`src/rtl/disp_scan_pkg.sv`:
```
// Shared types for the display memory scanner.
// Assumes: nothing beyond IEEE 1800-2017 enums.
package disp_scan_pkg;

    // Owner of the memory at the arbitration level
    typedef enum logic [1:0] {
        ARB_IDLE = 2'd0,
        ARB_SCAN = 2'd1,
        ARB_HOST = 2'd2
    } arb_state_t;

    // Phase of one row/column access
    typedef enum logic [2:0] {
        PH_IDLE = 3'd0,
        PH_ROW  = 3'd1,
        PH_COL  = 3'd2,
        PH_CAS  = 3'd3,
        PH_PRE  = 3'd4
    } acc_phase_t;

endpackage

```
`src/rtl/dram_cycle_engine.sv`:
```
// Runs one row/column access on the dynamic memory per start pulse.
// Sequence: row strobe low with row address (1 clk), column address
// (1 clk), column strobe low CAS_CYC clks, both high PRE_CYC clks.
// Assumes: start is only raised while eng_idle; CAS_CYC and PRE_CYC >= 1.
module dram_cycle_engine
    import disp_scan_pkg::*;
#(
    parameter int ROW_W   = 8,
    parameter int COL_W   = 8,
    parameter int DATA_W  = 16,
    parameter int CAS_CYC = 2,
    parameter int PRE_CYC = 2
) (
    input  logic                     clk,
    input  logic                     rst_n,
    input  logic                     start,
    input  logic [ROW_W+COL_W-1:0]   start_addr,
    input  logic                     start_we,
    input  logic [DATA_W-1:0]        start_wdata,
    output logic                     eng_idle,
    output logic                     eng_done,
    output logic                     rd_valid,
    output logic [DATA_W-1:0]        rd_data,
    output logic [((ROW_W > COL_W) ? ROW_W : COL_W)-1:0] ram_addr,
    output logic                     ram_ras_n,
    output logic                     ram_cas_n,
    output logic                     ram_we_n,
    output logic [DATA_W-1:0]        ram_wdata,
    input  logic [DATA_W-1:0]        ram_rdata
);
    localparam int ADDR_W = ROW_W + COL_W;
    localparam int MUX_W  = (ROW_W > COL_W) ? ROW_W : COL_W;
    localparam int T_MAX  = (CAS_CYC > PRE_CYC) ? CAS_CYC : PRE_CYC;
    localparam int TCNT_W = $clog2(T_MAX + 1);

    acc_phase_t         phase_q;
    logic [TCNT_W-1:0]  tcnt_q;
    logic [ADDR_W-1:0]  addr_q;
    logic               we_q;
    logic [DATA_W-1:0]  wdata_q;
    logic [DATA_W-1:0]  rd_data_q;
    logic               rd_valid_q;

    // Phase sequencer, operand latch and read capture
    always_ff @(posedge clk) begin
        if (!rst_n) begin
            phase_q    <= PH_IDLE;
            tcnt_q     <= '0;
            addr_q     <= '0;
            we_q       <= 1'b0;
            wdata_q    <= '0;
            rd_data_q  <= '0;
            rd_valid_q <= 1'b0;
        end else begin
            rd_valid_q <= 1'b0;
            case (phase_q)
                PH_IDLE: begin
                    if (start) begin
                        addr_q  <= start_addr;
                        we_q    <= start_we;
                        wdata_q <= start_wdata;
                        phase_q <= PH_ROW;
                    end
                end
                PH_ROW: phase_q <= PH_COL;
                PH_COL: begin
                    phase_q <= PH_CAS;
                    tcnt_q  <= TCNT_W'(CAS_CYC - 1);
                end
                PH_CAS: begin
                    if (tcnt_q == '0) begin
                        if (!we_q) begin
                            rd_data_q  <= ram_rdata;
                            rd_valid_q <= 1'b1;
                        end
                        phase_q <= PH_PRE;
                        tcnt_q  <= TCNT_W'(PRE_CYC - 1);
                    end else begin
                        tcnt_q <= tcnt_q - 1'b1;
                    end
                end
                PH_PRE: begin
                    if (tcnt_q == '0) phase_q <= PH_IDLE;
                    else              tcnt_q  <= tcnt_q - 1'b1;
                end
                default: phase_q <= PH_IDLE;
            endcase
        end
    end

    // Strobe and address decode from the current phase
    always_comb begin
        ram_ras_n = !(phase_q == PH_ROW || phase_q == PH_COL || phase_q == PH_CAS);
        ram_cas_n = (phase_q != PH_CAS);
        ram_we_n  = !(phase_q == PH_CAS && we_q);
        if (phase_q == PH_ROW) ram_addr = MUX_W'(addr_q[ADDR_W-1:COL_W]);
        else                   ram_addr = MUX_W'(addr_q[COL_W-1:0]);
    end

    assign ram_wdata = wdata_q;
    assign eng_idle  = (phase_q == PH_IDLE);
    assign eng_done  = (phase_q == PH_PRE) && (tcnt_q == '0);
    assign rd_valid  = rd_valid_q;
    assign rd_data   = rd_data_q;

endmodule

```
`src/rtl/scan_addr_counter.sv`:
```
// Ascending scan address for one frame, cleared at frame start.
// Assumes: FRAME_LEN <= 2**ADDR_W and FRAME_LEN >= 1.
module scan_addr_counter #(
    parameter int ADDR_W    = 16,
    parameter int FRAME_LEN = 1024
) (
    input  logic              clk,
    input  logic              rst_n,
    input  logic              clr,
    input  logic              adv,
    output logic [ADDR_W-1:0] addr,
    output logic              last
);
    localparam logic [ADDR_W-1:0] LAST_ADDR = ADDR_W'(FRAME_LEN - 1);

    logic [ADDR_W-1:0] addr_q;

    // Address register: clear on frame start, step after each access
    always_ff @(posedge clk) begin
        if (!rst_n)   addr_q <= '0;
        else if (clr) addr_q <= '0;
        else if (adv) addr_q <= addr_q + 1'b1;
    end

    assign addr = addr_q;
    assign last = (addr_q == LAST_ADDR);

endmodule

```
`src/rtl/disp_ram_arbiter.sv`:
```
// Decides who owns the memory: idle, frame scan or one host access.
// Host requests win over frame requests in idle; frame requests seen
// during a host access are kept pending; during a scan they are dropped.
// Assumes: eng_done pulses once per access.
module disp_ram_arbiter
    import disp_scan_pkg::*;
(
    input  logic       clk,
    input  logic       rst_n,
    input  logic       frame_req,
    input  logic       host_req,
    input  logic       eng_done,
    input  logic       scan_last,
    output arb_state_t state,
    output logic       frame_start,
    output logic       frame_irq
);
    arb_state_t state_q;
    logic       pend_q;
    logic       irq_q;

    // Frame start condition seen from idle
    assign frame_start = (state_q == ARB_IDLE) && !host_req && (pend_q || frame_req);

    // Ownership state, pending frame flag and interrupt
    always_ff @(posedge clk) begin
        if (!rst_n) begin
            state_q <= ARB_IDLE;
            pend_q  <= 1'b0;
            irq_q   <= 1'b0;
        end else begin
            case (state_q)
                ARB_IDLE: begin
                    if (host_req) begin
                        state_q <= ARB_HOST;
                        if (frame_req) pend_q <= 1'b1;
                    end else if (frame_start) begin
                        state_q <= ARB_SCAN;
                        pend_q  <= 1'b0;
                        irq_q   <= 1'b0;
                    end
                end
                ARB_SCAN: begin
                    if (eng_done && scan_last) begin
                        state_q <= ARB_IDLE;
                        irq_q   <= 1'b1;
                    end
                end
                ARB_HOST: begin
                    if (frame_req) pend_q <= 1'b1;
                    if (eng_done)  state_q <= ARB_IDLE;
                end
                default: state_q <= ARB_IDLE;
            endcase
        end
    end

    assign state     = state_q;
    assign frame_irq = irq_q;

endmodule

```
`src/rtl/disp_ram_scanner.sv`:
```
// Top of the display memory scanner: arbitration, scan address, access
// engine and the output split of each word into X and Y samples.
// Assumes: DATA_W is even; the host holds host_req, host_we, host_addr
// and host_wdata steady until host_done and drops host_req after it.
module disp_ram_scanner
    import disp_scan_pkg::*;
#(
    parameter int ROW_W     = 8,
    parameter int COL_W     = 8,
    parameter int DATA_W    = 16,
    parameter int FRAME_LEN = 1024,
    parameter int CAS_CYC   = 2,
    parameter int PRE_CYC   = 2
) (
    input  logic                     clk,
    input  logic                     rst_n,
    input  logic                     frame_req,
    output logic                     frame_irq,
    output logic                     scan_busy,
    input  logic                     host_req,
    input  logic                     host_we,
    input  logic [ROW_W+COL_W-1:0]   host_addr,
    input  logic [DATA_W-1:0]        host_wdata,
    output logic                     host_en_n,
    output logic                     host_done,
    output logic [DATA_W-1:0]        host_rdata,
    output logic                     sample_valid,
    output logic [DATA_W/2-1:0]      sample_x,
    output logic [DATA_W/2-1:0]      sample_y,
    output logic [((ROW_W > COL_W) ? ROW_W : COL_W)-1:0] ram_addr,
    output logic                     ram_ras_n,
    output logic                     ram_cas_n,
    output logic                     ram_we_n,
    output logic [DATA_W-1:0]        ram_wdata,
    input  logic [DATA_W-1:0]        ram_rdata
);
    localparam int ADDR_W   = ROW_W + COL_W;
    localparam int SAMPLE_W = DATA_W / 2;

    arb_state_t         state;
    logic               frame_start;
    logic               eng_idle;
    logic               eng_done;
    logic               eng_start;
    logic               rd_valid;
    logic [DATA_W-1:0]  rd_data;
    logic [ADDR_W-1:0]  scan_addr;
    logic               scan_last;
    logic [ADDR_W-1:0]  acc_addr;
    logic               is_scan;
    logic               is_host;

    disp_ram_arbiter u_arb (
        .clk         (clk),
        .rst_n       (rst_n),
        .frame_req   (frame_req),
        .host_req    (host_req),
        .eng_done    (eng_done),
        .scan_last   (scan_last),
        .state       (state),
        .frame_start (frame_start),
        .frame_irq   (frame_irq)
    );

    scan_addr_counter #(
        .ADDR_W    (ADDR_W),
        .FRAME_LEN (FRAME_LEN)
    ) u_cnt (
        .clk   (clk),
        .rst_n (rst_n),
        .clr   (frame_start),
        .adv   (is_scan && eng_done),
        .addr  (scan_addr),
        .last  (scan_last)
    );

    // Owner flags and access launch whenever an owner exists and the engine rests
    always_comb begin
        is_scan   = (state == ARB_SCAN);
        is_host   = (state == ARB_HOST);
        eng_start = (is_scan || is_host) && eng_idle;
        acc_addr  = is_host ? host_addr : scan_addr;
    end

    dram_cycle_engine #(
        .ROW_W   (ROW_W),
        .COL_W   (COL_W),
        .DATA_W  (DATA_W),
        .CAS_CYC (CAS_CYC),
        .PRE_CYC (PRE_CYC)
    ) u_eng (
        .clk         (clk),
        .rst_n       (rst_n),
        .start       (eng_start),
        .start_addr  (acc_addr),
        .start_we    (is_host && host_we),
        .start_wdata (host_wdata),
        .eng_idle    (eng_idle),
        .eng_done    (eng_done),
        .rd_valid    (rd_valid),
        .rd_data     (rd_data),
        .ram_addr    (ram_addr),
        .ram_ras_n   (ram_ras_n),
        .ram_cas_n   (ram_cas_n),
        .ram_we_n    (ram_we_n),
        .ram_wdata   (ram_wdata),
        .ram_rdata   (ram_rdata)
    );

    assign scan_busy    = is_scan;
    assign host_en_n    = !is_host;
    assign host_done    = is_host && eng_done;
    assign host_rdata   = rd_data;
    assign sample_valid = is_scan && rd_valid;
    assign sample_x     = rd_data[DATA_W-1 -: SAMPLE_W];
    assign sample_y     = rd_data[SAMPLE_W-1:0];

endmodule

```
`config.mk`:
```
export PLATFORM = sky130hd
export DESIGN_NAME = disp_ram_scanner
export DESIGN_NICKNAME = d
export VERILOG_FILES = /design/src/rtl/disp_scan_pkg.sv /design/src/rtl/dram_cycle_engine.sv /design/src/rtl/scan_addr_counter.sv /design/src/rtl/disp_ram_arbiter.sv /design/src/rtl/disp_ram_scanner.sv
export SDC_FILE = /design/constraint.sdc
export NUM_CORES = 1
export LEC_CHECK = 0
export BUFFER_PORTS_ARGS = -buffer_cell sky130_fd_sc_hd__buf_2
export CORE_MARGIN = 3
export CORE_UTILIZATION = 54
export CTS_BUF_LIST = sky130_fd_sc_hd__clkbuf_8 sky130_fd_sc_hd__clkbuf_16
export DETAILED_ROUTE_END_ITERATION = 10
export PLACE_DENSITY = 0.84
export SYNTH_ARGS = -nofsm -noshare
export SYNTH_HDL_FRONTEND = slang
export SYNTH_SLANG_ARGS = --single-unit
```
`constraint.sdc`:
```
create_clock -name clk -period 3.72 [get_ports clk]
set_input_delay 0.744 -clock clk [delete_from_list [all_inputs] [get_ports clk]]
set_output_delay 0.744 -clock clk [all_outputs]
set_load 0.005 [all_outputs]
```
==> metrics.cfg <==
[run_status]
status=complete, no violations

[hold_path]
worstHoldStart=u_eng.ram_wdata[12]
holdPathStages=2
holdPathEnd=u_eng.ram_wdata[12]
hold_class=flop to flop

[power]
p_total_mw=2.41
power_density_mw_per_mm2=587
irDropWorstVdd_uv=387
total_leakage_power_nw=1.73

[clock_network]
cts.sinks=75
cts_tree=yes
ctsResizeCount=0
clk_latency_ns=0.35
htreeDepth=3
cts_inserted_buffers=9
cts_buffer_depth=2
cts_root_buffer=clkbuf_8
post_cts.repair.setup_buffers=0
clk_pin_slew_ns=0.08
cts_hold_buf=0

[final_layout]
fillCellCount=489
regArea_mm2=0.00150
final_cell_mix=buf_2, nand2_1, dfxtp_1, a21oi_1, nor2_1
multi_input_area_mm2=0.00170
num_antenna_cells=0
final_nets=556
drive_gt1_share_pct=30.5
fin_util_pct=67.9
fin_cells=577
layout_commonest_cell=buf_2
areaGrowthSynthToFinish_pct=18.9

[timing]
worst_slew_pin_slew_ns=1.17
fmax_mhz=348
skew_ns=0.0117
rsz0062_at_grt=false
relSlewSlack_pct=21.3
min_period_ns=2.88
finalCritPeriodShare_pct=77.3
hold_viol_final=0
drv_slew=0
fin_setup_tns_ns=0
finalSetupViolCount=0
setup_ws_ns=0.843

[global_route]
grt.total_usage_pct=22.4
grt_pass1_vias=2934
grt_pass1_wl_um=13400
antenna_found_initial=0
gr-total-overflow=0
grt_max_degree=56

[yosys]
synth_cell_types=48
syn_avg_cell_area_um2=8.48
synth.net_count=467
synth_warnings=0
post-synth-top-area-fraction_pct=43.4
synth.area.top_cells=dfxtp_1, nand2_1, a21oi_1, mux2i_1, buf_4
synth_seq_cells=75
ys_seq_area_share_pct=43.4
synth_top_area_cell=dfxtp_1
synthFlopType=dfxtp_1
synth-async-reset-ratio_pct=0
synth_edf_count=0
postSynthCellCount=408
netlist_area_mm2=0.00346

[worst_setup_path]
crit_type=flop to output port
cp_cell_sequence=nor3b_2 > mux2_2 > buf_2
worstReg2RegStart=u_eng.tcnt_q[0]
crit_path_top_delay_cell=nor3b_2
setup.worst_path.start_class=flop
required_ns=2.98
arrival_ns=2.13
regToRegEndpoint=u_cnt.addr[13]
reg2reg_depth=6
cpPeakStageDelay_ns=0.71
r2r_slack_ns=1.39
setup.worst_path.start=u_eng.phase_q[0]
worstPathMaxFanout=12
critPathCaptureType=output port

[placement]
dp_hpwl_um=5800
placedCellCount=561
dpl_worst_slack_ns=1.23
gp_congestion=0.804
portBuffers=116

[die]
ios=117
die_area_mm2=0.00740
die_w_um=86.0
start_util_pct=57.1
fp.coreArea_mm2=0.00606
row_count=28
die_height_um=86.0

[run]
cap_viol_max_count=0

[route]
vias=3150
first_pass_iters=5
drt_iter0_drc=166
drcViolationCount=0
via_per_inst=5.46
wire_per_inst_um=14.1
ant_nets=0
wl_um=8120

==> per-stage QoR <==
step	hold slack (ns)	instance area [um2]
after global placement	0.439	3930
after floorplan	0.447	3460
after global routing	0.484	4110
after detailed placement	0.444	3930
after CTS	0.456	4110
final	0.455	4110
==> sequential cells by signal, summed over array words and instances, names as in the netlist <==
name / cells
u_eng.phase_q: 3
u_cnt.addr: 16
u_eng.ram_wdata: 16
u_arb.pend_q: 1
u_eng.tcnt_q: 2
u_eng.rd_data: 16
u_eng.we_q: 1
u_eng.rd_valid: 1
u_arb.state: 2
u_eng.addr_q: 16
u_arb.frame_irq: 1
==> how the worst max path moves through the flow <==
stage	to	slack, ns
floorplan	ram_addr[0]	1.68
global placement	ram_addr[5]	1.33
detailed placement	ram_addr[3]	1.23
CTS	ram_addr[3]	0.84
global route	ram_addr[7]	0.72
finish	ram_addr[5]	0.84
==> worst max-delay path, delay by kind of cell, from the launching register on <==
kind	cells	cell delay, ns
muxes	1	0.42
and+or+nand+nor	1	0.71
DFF	1	0.54
buffers and inverters	1	0.13
==> kinds of logic (layout without fill, tap and decap cells) <==
kind of cell	count (synthesis)	after routing	synth area share, %
DFF	75	75	43.4
buffers and inverters	50	144	7.52
xor gates and xnor gates	6	6	1.52
adders and majority gates	6	6	2.17
muxes	26	26	7.81
and+or+nand+nor	157	157	22.3
AOI/OAI and AO/OA	88	88	15.3
==> synth_stat cells (4+ instances only) <==
library cell	count
xor2_1	4
nor2b_1	4
buf_4	17
nand2_1	76
nor2_1	28
o21ai_0	9
clkbuf_1	16
buf_2	6
nand4_1	5
a21oi_1	45
dfxtp_1	75
and2_1	4
a211oi_1	16
mux2_2	8
inv_1	9
o31ai_1	6
mux2i_1	18
or3_1	5
nand3_1	8
ha_1	6
==> power breakdown <==
part | internal [mW] | switching, mW
combinational | 0.346 | 0.447
sequential | 0.942 | 0.0924
clock | 0.254 | 0.332
==> metal layers <==
metal	vias up	wire length (um)	GRT usage (%)
met3	20	656	4.32
met5	-	0	0
li1	1586	-	-
met1	1414	3490	27.3
met2	130	3760	37.4
met4	0	218	11.7
==> layout make-up <==
class / instances / share of cell area (%)
multi-input cells: 283 / 41.4
flip-flops and latches: 75 / 36.5
repair buffers: 118 / 14.5
clock buffers: 9 / 3.01
well taps: 75 / 2.28
clock inverters: 7 / 1.43
inverters: 10 / 0.912
No activity file was read; power rests on OpenSTA's default activity.
